`config.mk`:
```
export PLATFORM = sky130hd
export DESIGN_NAME = seq_pattern_trigger
export DESIGN_NICKNAME = d
export VERILOG_FILES = /design/src/rtl/pst_pkg.sv /design/src/rtl/pst_datapath.sv /design/src/rtl/pst_control.sv /design/src/rtl/seq_pattern_trigger.sv
export SDC_FILE = /design/constraint.sdc
export NUM_CORES = 1
export LEC_CHECK = 0
export CAP_MARGIN = 40
export CORE_MARGIN = 1
export CORE_UTILIZATION = 52
export CTS_CLUSTER_DIAMETER = 200
export DETAILED_ROUTE_END_ITERATION = 8
export PLACE_DENSITY = 0.85
export SKIP_LAST_GASP = 1
export SLEW_MARGIN = 10
export SYNTH_ARGS = -nofsm -noshare
export SYNTH_HDL_FRONTEND = slang
export SYNTH_SLANG_ARGS = --single-unit
```
`constraint.sdc`:
```
create_clock -name clk -period 2.39 [get_ports clk]
set_input_delay 0.478 -clock clk [delete_from_list [all_inputs] [get_ports clk]]
set_output_delay 0.478 -clock clk [all_outputs]
set_load 0.02 [all_outputs]
```
`src/rtl/pst_pkg.sv`:
```
package pst_pkg;
  localparam int NUM_STAGES = 3;
  localparam int IDX_W = (NUM_STAGES > 1) ? $clog2(NUM_STAGES) : 1;
  localparam int CNT_W = $clog2(NUM_STAGES + 1);

  typedef logic [NUM_STAGES-1:0] stage_vec_t;

  // strobes from sequencing control to the compare datapath
  typedef struct packed {
    stage_vec_t evalStage;   // one-hot: which stage may match this cycle
  } pst_strobe_t;

  typedef enum logic [1:0] {
    ST_IDLE  = 2'd0,
    ST_RUN   = 2'd1,
    ST_FIRED = 2'd2
  } seq_state_t;
endpackage

```
`src/rtl/pst_datapath.sv`:
```
module pst_datapath
  import pst_pkg::*;
#(
  parameter int WIDTH = 36,
  localparam int BUS_W = NUM_STAGES * WIDTH
) (
  input  logic             clk,
  input  logic             rst,
  input  logic             cfgLoad,
  input  logic [BUS_W-1:0] cfgPattern,
  input  logic [BUS_W-1:0] cfgMask,
  input  logic [WIDTH-1:0] monitor,
  input  pst_strobe_t      strobe,
  output logic             stageHit
);
  stage_vec_t matchVec;

  for (genvar s = 0; s < NUM_STAGES; s++) begin : g_stage
    logic [WIDTH-1:0] patReg;
    logic [WIDTH-1:0] maskReg;

    always_ff @(posedge clk) begin
      if (rst) begin
        patReg  <= '0;
        maskReg <= '0;
      end else if (cfgLoad) begin
        patReg  <= cfgPattern[s*WIDTH +: WIDTH];
        maskReg <= cfgMask[s*WIDTH +: WIDTH];
      end
    end

    // channels whose mask bit is set drop out of the compare
    assign matchVec[s] = ~|((monitor ^ patReg) & ~maskReg);
  end

  assign stageHit = |(matchVec & strobe.evalStage);
endmodule

```
`src/rtl/pst_control.sv`:
```
module pst_control
  import pst_pkg::*;
(
  input  logic             clk,
  input  logic             rst,
  input  logic             arm,
  input  logic [CNT_W-1:0] stageCount,
  input  logic             stageHit,
  output pst_strobe_t      strobe,
  output logic             trigger,
  output logic             busy
);
  seq_state_t       state;
  logic [IDX_W-1:0] stageIdx;
  logic [IDX_W-1:0] lastIdx;
  logic [IDX_W-1:0] armLast;

  // zero acts as one, anything beyond the stage count saturates
  always_comb begin
    if (stageCount == '0)
      armLast = '0;
    else if (int'(stageCount) > NUM_STAGES)
      armLast = IDX_W'(NUM_STAGES - 1);
    else
      armLast = IDX_W'(int'(stageCount) - 1);
  end

  always_ff @(posedge clk) begin
    if (rst) begin
      state    <= ST_IDLE;
      stageIdx <= '0;
      lastIdx  <= '0;
    end else if (arm) begin
      state    <= ST_RUN;
      stageIdx <= '0;
      lastIdx  <= armLast;
    end else if (state == ST_RUN && stageHit) begin
      if (stageIdx == lastIdx)
        state <= ST_FIRED;
      else
        stageIdx <= stageIdx + 1'b1;
    end
  end

  always_comb begin
    strobe.evalStage = '0;
    if (state == ST_RUN && !arm)
      strobe.evalStage[stageIdx] = 1'b1;
  end

  assign trigger = (state == ST_FIRED);
  assign busy    = (state == ST_RUN);
endmodule

```
`src/rtl/seq_pattern_trigger.sv`:
```
module seq_pattern_trigger
  import pst_pkg::*;
#(
  parameter int WIDTH = 36,
  localparam int BUS_W = NUM_STAGES * WIDTH
) (
  input  logic             clk,
  input  logic             rst,
  input  logic             arm,
  input  logic             cfgLoad,
  input  logic [BUS_W-1:0] cfgPattern,
  input  logic [BUS_W-1:0] cfgMask,
  input  logic [CNT_W-1:0] stageCount,
  input  logic [WIDTH-1:0] monitor,
  output logic             trigger,
  output logic             busy
);
  pst_strobe_t strobe;
  logic        stageHit;

  pst_datapath #(.WIDTH(WIDTH)) u_dp (
    .clk       (clk),
    .rst       (rst),
    .cfgLoad   (cfgLoad),
    .cfgPattern(cfgPattern),
    .cfgMask   (cfgMask),
    .monitor   (monitor),
    .strobe    (strobe),
    .stageHit  (stageHit)
  );

  pst_control u_ctl (
    .clk       (clk),
    .rst       (rst),
    .arm       (arm),
    .stageCount(stageCount),
    .stageHit  (stageHit),
    .strobe    (strobe),
    .trigger   (trigger),
    .busy      (busy)
  );
endmodule

```
==> impl_metrics.toml, run 1 <==
[yosys]
synth_flop_cell = "dfxtp_1"
async_flop_share = 0
yosysWarnings = 0
synth_top_cells_by_count = "dfxtp_1, nor2_1, mux2i_1"
yosysUniqueCellTypes = 29
yosysSeqAreaShare = 0.478
synth_area_leaders = "dfxtp_1, mux2i_1, xnor2_1"
synth_area_leader_cell = "dfxtp_1"
syn_avg_cell_area_um2 = 10.1
syn_inst = 924
synth_nets = 1185
yosysMostFrequentCell = "dfxtp_1"
ys_ff_latch = 222
netlist.area_leader.share = 0.478
synth-edff-count = 0
synth_area_um2 = 9290

[cts]
htree_levels = 1
cts_buffers = 24
post_cts_buffers = 0
clock_latency_ns = 0.51
tritoncts = "yes"
cts_buffer_depth = 3
cts_hold_buffers = 0
cts_root_buf = "clkbuf_16"
cts_repair_resize_count = 0
cts.sinks = 222
clk_pin_slew_worst_paths_ns = 0.06

[worst_setup_path]
crit_start = "monitor[31]"
worst_setup_path_start_kind = "input pin"
r2r_slack_ns = 0.29
crit_path_end_kind = "flop"
r2r_cells = 7
r2r_start = "u_dp.g_stage[1].patReg[31]"
regToRegEndpoint = "u_ctl.stageIdx[1]"
crit_end = "u_ctl.stageIdx[1]"
critPathKind = "in2reg"
crit_fanout = 3
worstPathArrival_ns = 2.63
critPathRequiredTime_ns = 2.79

[timing]
max_clock_freq_mhz = 447
rsz0062_at_grt = "false"
clock_skew_ns = 0.00547
fin_crit_sh = 0.935
setup_viol = 0
finalHoldViolCount = 0
setup_ws_ns = 0.155
slew_viol_final = 0
relSlewSlack = 0.647
min_period_ns = 2.24
tightest_slew_ns = 0.530

[floorplan]
fp-row-count = 48
start_util = 0.535
die_area_um2 = 18400
die_w_um = 136
die_h_um = 136
core_um2 = 17400
ioPinCount = 260

[grt]
track_usage = 0.314
grt_pass1_wl_um = 43100
antenna_found_initial = 0
grt_pass1_vias = 8002
gr-total-overflow = 0
grt_max_degree = 97

[routing]
route.detailed.drc = 0
num_vias = 7817
post_drt_wl_per_cell_um = 19.8
vias_per_cell = 5.35
ant_nets = 0
drtIter0Drc = 431
wl_um = 28900
firstDrtPassIters = 5

[layout]
drive_gt1_frac = 0.0850
area_delta_synth_final_pct = 43.7
fill_cells = 1212
stdcell_area_um2 = 13400
fin_cells = 1460
nNetsFinal = 1480
diodes = 0

[run]
drv_cap = 0

[power_and_ir_drop]
power_uw = 9340
total_leakage_power_uw = 0.00560
cellPowerDensity_nw_per_um2 = 700
ir_drop_uv = 633

[placed_design]
io_buffers = 259
post-place-ws_ns = -0.273
dp_hpwl_um = 22000
place_area_um2 = 12500
dpl.cell_count = 1418
routabilityCongestion = 0.899

[min_path]
min_delay_path_depth = 2
min_path_type = "in2reg"
hp-start = "rst"

[status]
status = "completed"
registers in the layout, indices dropped and copies added, names as in the netlist:
name	count
u_ctl.lastIdx	2
u_dp.g_stage.patReg	108
u_ctl.stageIdx	2
u_dp.g_stage.maskReg	108
u_ctl.state	2
per-layer routing:
layer  global-route usage  wire [um]  up-vias
met3               0.0782       2450       68
met2                0.551      13900      312
met1                0.365      11500     3697
met5                    0          0        -
li1                     -          -     3740
met4                0.117        996        0
cells by family after synthesis:
logic type / Yosys count / share of synthesized area
muxes: 218 / 0.235
buffers and inverters: 51 / 0.0236
adders and majority gates: 3 / 0.00404
xor gates and xnor gates: 110 / 0.104
DFF: 222 / 0.478
and+or+nand+nor: 259 / 0.113
AOI/OAI and AO/OA: 61 / 0.0428
critical path: stages:
cell	delay, ns
clkdlybuf4s50_1	0.47
xnor2_1	0.41
o22ai_1	0.13
nor4_1	0.38
nand3_1	0.23
o32ai_2	0.32
nor2_2	0.08
mux2i_1	0.12
how the worst min path moves through the flow:
stage	to	slack, ns
floorplan	u_ctl.lastIdx[1]	0.46
global placement	u_ctl.lastIdx[0]	0.47
detailed placement	u_ctl.lastIdx[1]	0.49
CTS	u_dp.g_stage[2].maskReg[13]	0.30
finish	u_dp.g_stage[2].maskReg[13]	0.31
global route	u_dp.g_stage[2].maskReg[13]	0.32
where the power goes:
part           total, uW  internal, uW  switching, uW
Combinational       1470           857            612
Sequential          4080          3920            155
Clock               3800          2320           1480
Total               9340          7100           2240
stage by stage:
| step | hold slack [ns] | utilization | TNS, ns |
|---|---|---|---|
| 2_1_floorplan | 0.458 | - | 0 |
| 3_3_place_gp | 0.469 | 0.722 | -0.947 |
| 3_5_place_dp | 0.486 | 0.722 | -0.941 |
| 4_1_cts | 0.304 | 0.769 | 0 |
| 5_1_grt | 0.316 | 0.769 | 0 |
| 6_report | 0.310 | 0.769 | 0 |
cell type report:
class / instances / area, um2 / area share
clock buffer: 38 / 774 / 0.0580
multi-input combinational: 651 / 4630 / 0.347
sequential: 222 / 4440 / 0.333
inverter: 2 / 7.51 / 0.000562
timing repair buffer: 318 / 3170 / 0.237
clock inverter: 4 / 48.8 / 0.00365
tap: 225 / 282 / 0.0211
layout by cell type (no fill, tap or decap), drive strengths merged, types with 2 or more instances in the layout:
cell,netlist,layout
a21oi,2,2
buf,24,61
clkbuf,25,38
clkdlybuf4s50,0,257
clkinv,0,2
dfxtp,222,222
ha,3,3
inv,2,3
mux2i,218,218
nand2,8,8
nand2b,2,2
nand3,5,5
nor2,222,222
nor2b,2,2
nor3,5,5
nor4,12,12
o211ai,3,3
o22ai,51,51
xnor2,110,110
(Power assumes the default switching activity.)
==> inputs of run 2 (changes only) <==
--- a/config.mk
+++ b/config.mk
@@ -8,6 +8,7 @@
 export CAP_MARGIN = 40
 export CORE_MARGIN = 1
 export CORE_UTILIZATION = 52
+export CTS_BUF_LIST = sky130_fd_sc_hd__clkbuf_4 sky130_fd_sc_hd__clkbuf_8 sky130_fd_sc_hd__clkbuf_16
 export CTS_CLUSTER_DIAMETER = 200
 export DETAILED_ROUTE_END_ITERATION = 8
 export PLACE_DENSITY = 0.85
==> run 2 against run 1 <==
Against the previous run: first-iteration DRC count grew 1.9%; non-clock buffer count is the same; cell area is essentially flat; routed wire length shrank 0.33%; critical path depth is the same; critical path type unchanged; largest power group unchanged.
==> impl_metrics.toml, run 2 (synthesized netlist as in run 1, its figures left out) <==
[status]
status = "completed"

[timing]
fin_crit_sh = 0.950
relSlewSlack = 0.654
slew_viol_final = 0
hold_ws_ns = 0.309
rsz0062_at_grt = "false"
setup_viol = 0
min_period_ns = 2.27
tightest_slew_ns = 0.520
max_clock_freq_mhz = 440
finalHoldViolCount = 0
clock_skew_ns = 0.0120
setup_tns_ns = 0

[routing]
post_drt_wl_per_cell_um = 19.7
firstDrtPassIters = 5
wl_um = 28800
route.detailed.drc = 0
num_vias = 7798
vias_per_cell = 5.34
drtIter0Drc = 439
ant_nets = 0

[layout]
nNetsFinal = 1480
final_cell_mix = "clkdlybuf4s50_1, dfxtp_1, nor2_1, mux2i_1, xnor2_1"
drive_gt1_frac = 0.0874
area_delta_synth_final_pct = 43.8
diodes = 0
reg_top3 = "u_dp.g_stage.maskReg x108, u_dp.g_stage.patReg x108"
final_common_cell = "clkdlybuf4s50_1"

[worst_setup_path]
worst_setup_path_start_kind = "input pin"
regToRegEndpoint = "u_ctl.stageIdx[1]"
crit_path_end_kind = "flop"
r2r_start = "u_dp.g_stage[1].patReg[31]"
crit_start = "monitor[31]"
r2r_cells = 7
critPathRequiredTime_ns = 2.78
crit_fanout = 3
r2r_slack_ns = 0.26
crit_end = "u_ctl.stageIdx[1]"
critPathKind = "in2reg"
worstPathArrival_ns = 2.66

[floorplan]
ioPinCount = 260
die_w_um = 136
core_um2 = 17400
die_area_um2 = 18400
fp-row-count = 48
die_h_um = 136
start_util = 0.535

[cts]
cts_repair_resize_count = 0
cts.sinks = 222
clk_pin_slew_worst_paths_ns = 0.06
cts_buffer_depth = 3
cts_root_buf = "clkbuf_16"
htree_levels = 1
clock_latency_ns = 0.51
cts_hold_buffers = 0
post_cts_buffers = 0
tritoncts = "yes"
cts_buffers = 24

[grt]
grt_pass1_wl_um = 43100
grt_max_degree = 97
grt_pass1_vias = 8000
track_usage = 0.313
antenna_found_initial = 0
gr-total-overflow = 0

[placed_design]
routabilityCongestion = 0.899
dp_hpwl_um = 22000
io_buffers = 259

[run]
drv_cap = 0

[min_path]
min_path_type = "in2reg"

[power_and_ir_drop]
total_leakage_power_uw = 0.00561
cellPowerDensity_nw_per_um2 = 701
ir_drop_uv = 628
==> run 2: critical path: stages <==
cell             delay, ns
clkdlybuf4s50_1       0.47
xnor2_1               0.41
o22ai_1               0.13
nor4_1                0.40
nand3_1               0.23
o32ai_2               0.32
nor2_2                0.08
mux2i_1               0.12
==> run 2: layout make-up <==
type,instances,area (um2)
Sequential cell,222,4440
Clock buffer,38,786
Fill cell,1207,3990
Tap cell,225,282
Clock inverter,4,48.8
Inverter,2,7.51
Timing Repair Buffer,318,3170
Multi-Input combinational cell,651,4630
==> run 2: how the worst min path moves through the flow <==
stage,start,end,slack (ns),cells after the start
finish,rst,u_dp.g_stage[2].maskReg[13],0.31,2
global route,rst,u_dp.g_stage[2].maskReg[13],0.32,2
global placement,u_ctl.lastIdx[0],u_ctl.lastIdx[0],0.47,2
detailed placement,u_ctl.lastIdx[1],u_ctl.lastIdx[1],0.49,2
CTS,rst,u_dp.g_stage[2].maskReg[13],0.30,2
floorplan,u_ctl.lastIdx[1],u_ctl.lastIdx[1],0.46,2
==> run 2: per-layer routing <==
layer  track usage  vias to the layer above  wire, um
li1              -                     3742         -
met1         0.366                     3669     11400
met2         0.550                      316     13900
met3        0.0778                       71      2420
met4         0.117                        0      1050
met5             0                        -         0
==> run 2: report_power, final <==
part	internal (uW)	switching, uW
Sequential	3920	155
Clock	2350	1470
Combinational	857	610
==> run 2: per-stage QoR <==
step / power, uW / worst slack [ns] / cell area, um2 / instances / utilization
floorplan: 4790 / 0.749 / 9290 / 924 / -
global placement: 5570 / -0.273 / 12500 / 1418 / 0.722
detailed placement: 5600 / -0.273 / 12500 / 1418 / 0.722
CTS: 9390 / 0.208 / 13400 / 1460 / 0.770
global route: 9690 / 0.0462 / 13400 / 1460 / 0.770
finish: 9370 / 0.120 / 13400 / 1460 / 0.770
